[src/rtl/pio_pkg.sv]
package pio_pkg;
  localparam int CNT_W = 8;

  typedef struct packed {
    logic             iordy_en;
    logic [CNT_W-1:0] t1;
    logic [CNT_W-1:0] t2;
    logic [CNT_W-1:0] t4;
    logic [CNT_W-1:0] teoc;
  } timing_set_t;

  typedef enum logic [1:0] {
    PH_IDLE    = 2'd0,
    PH_SETUP   = 2'd1,
    PH_STROBE  = 2'd2,
    PH_RECOVER = 2'd3
  } phase_e;
endpackage

[src/rtl/pio_down_counter.sv]
module pio_down_counter #(
  parameter int W = 8
) (
  input  logic         clk,
  input  logic         rst_n,
  input  logic         sync_rst,
  input  logic         load,
  input  logic [W-1:0] load_val,
  input  logic         dec,
  output logic         zero
);
  logic [W-1:0] cnt_q, cnt_d;

  always_comb begin
    cnt_d = cnt_q;
    if (load) begin
      cnt_d = load_val;
    end else if (dec && (cnt_q != '0)) begin
      cnt_d = cnt_q - 1'b1;
    end
  end

  always_ff @(posedge clk or negedge rst_n) begin
    if (!rst_n) begin
      cnt_q <= '0;
    end else if (sync_rst) begin
      cnt_q <= '0;
    end else begin
      cnt_q <= cnt_d;
    end
  end

  assign zero = (cnt_q == '0);
endmodule

[src/rtl/pio_timing_select.sv]
module pio_timing_select
  import pio_pkg::*;
#(
  parameter int AW        = 4,
  parameter int DATA_ADDR = 0
) (
  input  logic [AW-1:0]     addr,
  input  logic              dev_sel,
  input  logic [1:0]        fast_en,
  input  timing_set_t       compat_set,
  input  timing_set_t [1:0] fast_set,
  output timing_set_t       sel_set
);
  logic is_data_port;
  logic use_fast;

  always_comb begin
    is_data_port = (addr == AW'(DATA_ADDR));
    use_fast     = is_data_port && fast_en[dev_sel];
    sel_set      = use_fast ? fast_set[dev_sel] : compat_set;
  end
endmodule

[src/rtl/pio_sequencer.sv]
module pio_sequencer
  import pio_pkg::*;
#(
  parameter int DW     = 16,
  parameter int M0_T1  = 6,
  parameter int M0_T2  = 28,
  parameter int M0_T4  = 2,
  parameter int M0_EOC = 23
) (
  input  logic             clk,
  input  logic             rst_n,
  input  logic             sync_rst,
  input  logic             go,
  input  logic             wr,
  input  timing_set_t      sel_set,
  input  logic             iordy,
  input  logic [DW-1:0]    dd_in,
  input  logic             phase_zero,
  input  logic             hold_zero,
  output logic             phase_load,
  output logic [CNT_W-1:0] phase_val,
  output logic             phase_dec,
  output logic             hold_load,
  output logic [CNT_W-1:0] hold_val,
  output logic             hold_dec,
  output logic             rd_strobe,
  output logic             wr_strobe,
  output logic             dd_oe,
  output logic             done,
  output logic [DW-1:0]    rd_data
);
  localparam timing_set_t RST_SET = '{
    iordy_en: 1'b0,
    t1:       CNT_W'(M0_T1),
    t2:       CNT_W'(M0_T2),
    t4:       CNT_W'(M0_T4),
    teoc:     CNT_W'(M0_EOC)
  };

  phase_e      state_q, state_d;
  timing_set_t set_q, set_d;
  logic        wr_q, wr_d;
  logic        hold_q, hold_d;
  logic        done_q, done_d;
  logic [DW-1:0] rdat_q, rdat_d;
  logic        stall;

  always_comb begin
    state_d    = state_q;
    set_d      = set_q;
    wr_d       = wr_q;
    hold_d     = hold_q;
    done_d     = 1'b0;
    rdat_d     = rdat_q;
    phase_load = 1'b0;
    phase_val  = '0;
    phase_dec  = 1'b0;
    hold_load  = 1'b0;
    stall      = set_q.iordy_en && !iordy;
    case (state_q)
      PH_IDLE: begin
        if (go) begin
          state_d    = PH_SETUP;
          set_d      = sel_set;
          wr_d       = wr;
          phase_load = 1'b1;
          phase_val  = sel_set.t1;
        end
      end
      PH_SETUP: begin
        if (phase_zero) begin
          state_d    = PH_STROBE;
          phase_load = 1'b1;
          phase_val  = set_q.t2;
        end else begin
          phase_dec = 1'b1;
        end
      end
      PH_STROBE: begin
        if (phase_zero && !stall) begin
          state_d    = PH_RECOVER;
          phase_load = 1'b1;
          phase_val  = set_q.teoc;
          hold_load  = 1'b1;
          hold_d     = wr_q;
          if (!wr_q) begin
            rdat_d = dd_in;
          end
        end else begin
          phase_dec = 1'b1;
        end
      end
      PH_RECOVER: begin
        if (phase_zero) begin
          state_d = PH_IDLE;
          done_d  = 1'b1;
          hold_d  = 1'b0;
        end else begin
          phase_dec = 1'b1;
          if (hold_zero) begin
            hold_d = 1'b0;
          end
        end
      end
      default: state_d = PH_IDLE;
    endcase
  end

  always_ff @(posedge clk or negedge rst_n) begin
    if (!rst_n) begin
      state_q <= PH_IDLE;
      set_q   <= RST_SET;
      wr_q    <= 1'b0;
      hold_q  <= 1'b0;
      done_q  <= 1'b0;
      rdat_q  <= '0;
    end else if (sync_rst) begin
      state_q <= PH_IDLE;
      set_q   <= RST_SET;
      wr_q    <= 1'b0;
      hold_q  <= 1'b0;
      done_q  <= 1'b0;
      rdat_q  <= '0;
    end else begin
      state_q <= state_d;
      set_q   <= set_d;
      wr_q    <= wr_d;
      hold_q  <= hold_d;
      done_q  <= done_d;
      rdat_q  <= rdat_d;
    end
  end

  assign hold_val  = set_q.t4;
  assign hold_dec  = (state_q == PH_RECOVER);
  assign rd_strobe = (state_q == PH_STROBE) && !wr_q;
  assign wr_strobe = (state_q == PH_STROBE) && wr_q;
  assign dd_oe     = wr_q && ((state_q == PH_SETUP) || (state_q == PH_STROBE) ||
                              ((state_q == PH_RECOVER) && hold_q));
  assign done      = done_q;
  assign rd_data   = rdat_q;

  assert_strobe_exclusive_R4: assert property (@(posedge clk) disable iff (!rst_n || sync_rst)
    !(rd_strobe && wr_strobe));
  assert_read_no_oe_R4: assert property (@(posedge clk) disable iff (!rst_n || sync_rst)
    rd_strobe |-> !dd_oe);
  assert_done_pulse_R2: assert property (@(posedge clk) disable iff (!rst_n || sync_rst)
    done |=> !done);
  assert_setup_first_R1: assert property (@(posedge clk) disable iff (!rst_n || sync_rst)
    (state_q == PH_IDLE && go) |=> (!rd_strobe && !wr_strobe && state_q == PH_SETUP));
  assert_iordy_stretch_R6: assert property (@(posedge clk) disable iff (!rst_n || sync_rst)
    (state_q == PH_STROBE && phase_zero && set_q.iordy_en && !iordy) |=> (rd_strobe || wr_strobe));
  assert_busy_go_ignored_R7: assert property (@(posedge clk) disable iff (!rst_n || sync_rst)
    (state_q != PH_IDLE) |=> $stable(set_q));
  assert_done_quiet_R8: assert property (@(posedge clk) disable iff (!rst_n || sync_rst)
    done |-> (!rd_strobe && !wr_strobe && !dd_oe));
endmodule

[src/rtl/pio_access_engine.sv]
module pio_access_engine
  import pio_pkg::*;
#(
  parameter int AW        = 4,
  parameter int DW        = 16,
  parameter int DATA_ADDR = 0,
  parameter int M0_T1     = 6,
  parameter int M0_T2     = 28,
  parameter int M0_T4     = 2,
  parameter int M0_EOC    = 23
) (
  input  logic          clk,
  input  logic          rst_n,
  input  logic          sync_rst,
  input  logic          go,
  input  logic          wr,
  input  logic [AW-1:0] addr,
  input  logic          dev_sel,
  input  logic          fast_en0,
  input  logic          fast_en1,
  input  logic [7:0]    cmp_t1,
  input  logic [7:0]    cmp_t2,
  input  logic [7:0]    cmp_t4,
  input  logic [7:0]    cmp_teoc,
  input  logic          cmp_iordy_en,
  input  logic [7:0]    f0_t1,
  input  logic [7:0]    f0_t2,
  input  logic [7:0]    f0_t4,
  input  logic [7:0]    f0_teoc,
  input  logic          f0_iordy_en,
  input  logic [7:0]    f1_t1,
  input  logic [7:0]    f1_t2,
  input  logic [7:0]    f1_t4,
  input  logic [7:0]    f1_teoc,
  input  logic          f1_iordy_en,
  input  logic          iordy,
  input  logic [DW-1:0] dd_in,
  output logic          dd_oe,
  output logic          rd_strobe,
  output logic          wr_strobe,
  output logic [DW-1:0] rd_data,
  output logic          done
);
  timing_set_t       compat_set;
  timing_set_t [1:0] fast_set;
  timing_set_t       sel_set;

  logic             phase_load, phase_dec, phase_zero;
  logic             hold_load, hold_dec, hold_zero;
  logic [CNT_W-1:0] phase_val, hold_val;

  assign compat_set  = '{iordy_en: cmp_iordy_en, t1: cmp_t1, t2: cmp_t2, t4: cmp_t4, teoc: cmp_teoc};
  assign fast_set[0] = '{iordy_en: f0_iordy_en, t1: f0_t1, t2: f0_t2, t4: f0_t4, teoc: f0_teoc};
  assign fast_set[1] = '{iordy_en: f1_iordy_en, t1: f1_t1, t2: f1_t2, t4: f1_t4, teoc: f1_teoc};

  pio_timing_select #(.AW(AW), .DATA_ADDR(DATA_ADDR)) u_select (
    .addr       (addr),
    .dev_sel    (dev_sel),
    .fast_en    ({fast_en1, fast_en0}),
    .compat_set (compat_set),
    .fast_set   (fast_set),
    .sel_set    (sel_set)
  );

  pio_sequencer #(
    .DW(DW), .M0_T1(M0_T1), .M0_T2(M0_T2), .M0_T4(M0_T4), .M0_EOC(M0_EOC)
  ) u_seq (
    .clk        (clk),
    .rst_n      (rst_n),
    .sync_rst   (sync_rst),
    .go         (go),
    .wr         (wr),
    .sel_set    (sel_set),
    .iordy      (iordy),
    .dd_in      (dd_in),
    .phase_zero (phase_zero),
    .hold_zero  (hold_zero),
    .phase_load (phase_load),
    .phase_val  (phase_val),
    .phase_dec  (phase_dec),
    .hold_load  (hold_load),
    .hold_val   (hold_val),
    .hold_dec   (hold_dec),
    .rd_strobe  (rd_strobe),
    .wr_strobe  (wr_strobe),
    .dd_oe      (dd_oe),
    .done       (done),
    .rd_data    (rd_data)
  );

  pio_down_counter #(.W(CNT_W)) u_phase_cnt (
    .clk      (clk),
    .rst_n    (rst_n),
    .sync_rst (sync_rst),
    .load     (phase_load),
    .load_val (phase_val),
    .dec      (phase_dec),
    .zero     (phase_zero)
  );

  pio_down_counter #(.W(CNT_W)) u_hold_cnt (
    .clk      (clk),
    .rst_n    (rst_n),
    .sync_rst (sync_rst),
    .load     (hold_load),
    .load_val (hold_val),
    .dec      (hold_dec),
    .zero     (hold_zero)
  );

  assert_write_oe_R3: assert property (@(posedge clk) disable iff (!rst_n || sync_rst)
    wr_strobe |-> dd_oe);
  assert_oe_idle_R8: assert property (@(posedge clk) disable iff (!rst_n || sync_rst)
    $fell(dd_oe) |-> !wr_strobe);
endmodule

[config.mk]
export PLATFORM = sky130hd
export DESIGN_NAME = pio_access_engine
export DESIGN_NICKNAME = d
export VERILOG_FILES = /design/src/rtl/pio_pkg.sv /design/src/rtl/pio_down_counter.sv /design/src/rtl/pio_timing_select.sv /design/src/rtl/pio_sequencer.sv /design/src/rtl/pio_access_engine.sv
export SDC_FILE = /design/constraint.sdc
export NUM_CORES = 1
export LEC_CHECK = 0
export ABC_CLOCK_PERIOD_IN_PS = 2250
export CORE_MARGIN = 3
export CORE_UTILIZATION = 25
export DETAILED_ROUTE_END_ITERATION = 7
export PLACE_DENSITY = 0.53
export REMOVE_ABC_BUFFERS = 1
export SYNTH_ARGS = -nofsm -noshare
export SYNTH_HDL_FRONTEND = slang
export SYNTH_SLANG_ARGS = --single-unit
[constraint.sdc]
create_clock -name clk -period 2.25 [get_ports clk]
set_input_delay 0.675 -clock clk [delete_from_list [all_inputs] [get_ports clk]]
set_output_delay 0.675 -clock clk [all_outputs]
set_load 0.01 [all_outputs]
==> results.sh <==
export IMPL_drive_above_1_share_pct=16.0
export IMPL_worst_path_max_fanout=4
export IMPL_synth_xor_area_share_pct=2.07
export IMPL_relSlewSlack_pct=69.5
export IMPL_start_util_pct=25.9
export IMPL_synthMuxAreaShare_pct=12.3
export IMPL_avgSynthCellArea_um2=9.15
export IMPL_power_frac_comb_pct=48.4
export IMPL_drc=0
export IMPL_antenna_found_initial=0
export IMPL_async_flop_share_pct=100
export IMPL_netlist_instances=417
export IMPL_drt_iter0_drc=133
export IMPL_syn_area_mm2=0.00381
export IMPL_track_usage_pct=13.6
export IMPL_sw_frac_of_total_pct=37.8
export IMPL_hold_viol=0
export IMPL_drt_total_wl_mm=11.7
export IMPL_dpl_cell_area_mm2=0.00565
export IMPL_area_delta_synth_final_pct=59.8
export IMPL_firstDrtPassIters=4
export IMPL_power_frac_seq_pct=27.5
export IMPL_final_util_pct=41.3
export IMPL_grt_pass1_wl_mm=18.4
export IMPL_n_antenna_cell=0
export IMPL_cp_required_ns=1.57
export IMPL_die_area_mm2=0.0168
export IMPL_switchingPower_mw=2.18
export IMPL_wl_per_cell_um=15.2
export IMPL_ys_flop_type="dfrtp_1"
export IMPL_synthTopCellsByCount="nand2_1, dfrtp_1, a21oi_1, mux2i_1, nor2_1"
export IMPL_clock_skew_final_ns=0.00713
export IMPL_cp_end_kind="primary output"
export IMPL_yosys_warnings=0
export IMPL_io_pins=148
export IMPL_ir_drop_mv=0.696
export IMPL_fp_dieH_um=130
export IMPL_grt_max_degree=63
export IMPL_status="finished, final reports clean"
export IMPL_clockPowerShare_pct=24.1
export IMPL_postCtsHoldBufs=0
export IMPL_power_density_mw_per_mm2=944
export IMPL_routed_via_density=4.81
export IMPL_synth_area_leader_cell="dfrtp_1"
export IMPL_clkTransAtPathRegs_ns=0.05
export IMPL_path_class="register to primary output"
export IMPL_clk_insertion_delay_late_ns=0.33
export IMPL_io_buffer_count=147
export IMPL_cap_violations=0
export IMPL_timing_final_crit_period_ns=2.19
export IMPL_hpwlAfterDp_mm=8.56
export IMPL_worstSetupStartpointType="register"
export IMPL_tightest_slew_ns=0.451
export IMPL_yosys_top_cells_area="dfrtp_1, mux2i_1, nand2_1, dfstp_2, a21oi_1"
export IMPL_synth_top_family_by_area="compound AO/OA/AOI/OAI gates"
export IMPL_cts_inserted_buffers=9
export IMPL_dp_cells=748
export IMPL_synth_seq_cells=62
export IMPL_synth_simple_gate_area_share_pct=17.1
export IMPL_internal_power_mw=3.58
export IMPL_grt_pass1_vias=3771
export IMPL_ant_nets=0
export IMPL_fp_coreArea_mm2=0.0148
export IMPL_cts_tree="built"
export IMPL_fp_row_count=44
export IMPL_synth_adder_area_share_pct=2.30
export IMPL_clkSinkCount=62
export IMPL_synth_seq_area_share_pct=40.9
export IMPL_die_width_um=130
export IMPL_nets=716
export IMPL_maxSlewViolCount=0
export IMPL_critPathArrivalTime_ns=1.51
export IMPL_cts_root_buf="clkbuf_16"
export IMPL_synth_most_common_cell="nand2_1"
export IMPL_leakage_nw=2.46
export IMPL_h_tree_depth=3
export IMPL_vias=3705
export IMPL_setup_viol=0
export IMPL_synth_edf_count=0
export IMPL_grt_overflow=0
export IMPL_place_gp_congestion=0.743
export IMPL_final_cell_area_mm2=0.00610
export IMPL_instances_no_fill=770
export IMPL_whs_ns=0.341
export IMPL_synth_compound_area_share_pct=20.9
export IMPL_min_period_over_period_pct=97.2
export IMPL_holdCritPathClass="input pin to asynchronous set/reset pin"
export IMPL_clock_path_buffers=2
export IMPL_synth_top_area_share_pct=35.4
export IMPL_max_freq_mhz=457
export IMPL_synthDistinctLibCells=49
-- flip-flops by register name, indices dropped and copies added, names as in the netlist --
| signal | cells |
|---|---|
| u_seq.set_q | 17 |
| u_seq.rd_data | 16 |
| u_hold_cnt.cnt_q | 8 |
| u_phase_cnt.cnt_q | 8 |
| u_seq.hold_val | 8 |
| u_seq.state_q | 2 |
| u_seq.done | 1 |
| u_seq.hold_q | 1 |
| u_seq.wr_q | 1 |
-- per-stage QoR --
step / power (mW) / setup slack [ns] / TNS, ns
after floorplan: 3.11 / -1.65 / -50.32
after global placement: 4.20 / -0.290 / -7.48
after detailed placement: 4.23 / -0.368 / -8.37
after CTS: 5.67 / -0.0201 / -0.0201
after global routing: 6.21 / -0.000376 / -0.000376
final: 5.75 / 0.0622 / 0
-- metal layers --
layer  vias to the layer above  track usage [%]  share of wire, %  routed length, um
li1                       1824                -                 -                  -
met1                      1761             17.2                43               4990
met2                       111             23.6                51               5900
met3                         9             3.13               5.8                678
met4                         0             3.42              0.83                 97
met5                         -                0                 0                  0
-- cell type report --
class,instances,area [um^2]
Timing Repair Buffer,183,1830
Clock inverter,7,75.1
Inverter,8,30.0
Sequential cell,62,1560
Clock buffer,9,225
Tap cell,184,230
Fill cell,1488,8660
Multi-Input combinational cell,317,2150
-- placed cells by master, fill, tap and decap left out, drive strengths merged, types with 9 or more instances in the layout --
master,count
o22ai,9
mux2i,38
clkbuf,12
nand2,81
dfrtp,54
buf,37
clkdlybuf4s50,138
nor2,25
a21oi,42
o211ai,17
a211oi,16
-- worst paths after layout --
kind                                      start  depth (start not counted)                end  slack [ns]
max                            u_seq.state_q[1]                          5              dd_oe        0.06
min                                       rst_n                          2  u_seq.hold_val[2]        0.34
max reg2reg                u_phase_cnt.cnt_q[0]                          8       u_seq.hold_q        0.18
min reg2reg                      u_seq.set_q[7]                          2     u_seq.set_q[7]        0.52
max in group asynchronous                 rst_n                          2  u_seq.hold_val[1]        1.55
min in group clk                 u_seq.set_q[7]                          2     u_seq.set_q[7]        0.52
-- power groups by stage --
stage / Sequential [mW] / Clock [mW] / Combinational, mW
2_1_floorplan: 1.57 / 0 / 1.54
3_3_place_gp: 1.60 / 0 / 2.60
3_5_place_dp: 1.60 / 0 / 2.63
4_1_cts: 1.58 / 1.43 / 2.66
5_1_grt: 1.62 / 1.49 / 3.10
6_report: 1.58 / 1.39 / 2.78
-- timing repair --
action | CTS | global route
pin swaps | 0 | 7
gates cloned | 0 | 2
gates resized for setup | 5 | 15
endpoints found under the setup margin | 4 | 36
hold endpoints to repair | 0 | 0
buffers inserted | 1 | 3
-- critical path: stages (launching register included) --
cell and delay [ns]:
dfrtp_1 0.38, buf_4 0.15, ha_1 0.20, a21oi_2 0.13
nor2b_1 0.05, dlygate4sd2_1 0.29
-- cells by family (layout without fill, tap and decap cells) --
family	Yosys count	after routing
XOR/XNOR	9	9
adder cells (fa/ha/maj)	7	7
AND/OR/NAND/NOR	138	138
multiplexers	46	46
flip-flops	62	62
AO/OA/AOI/OAI	117	117
buffers and inverters	38	207
Note: power is estimated with default switching activity, not from simulation.
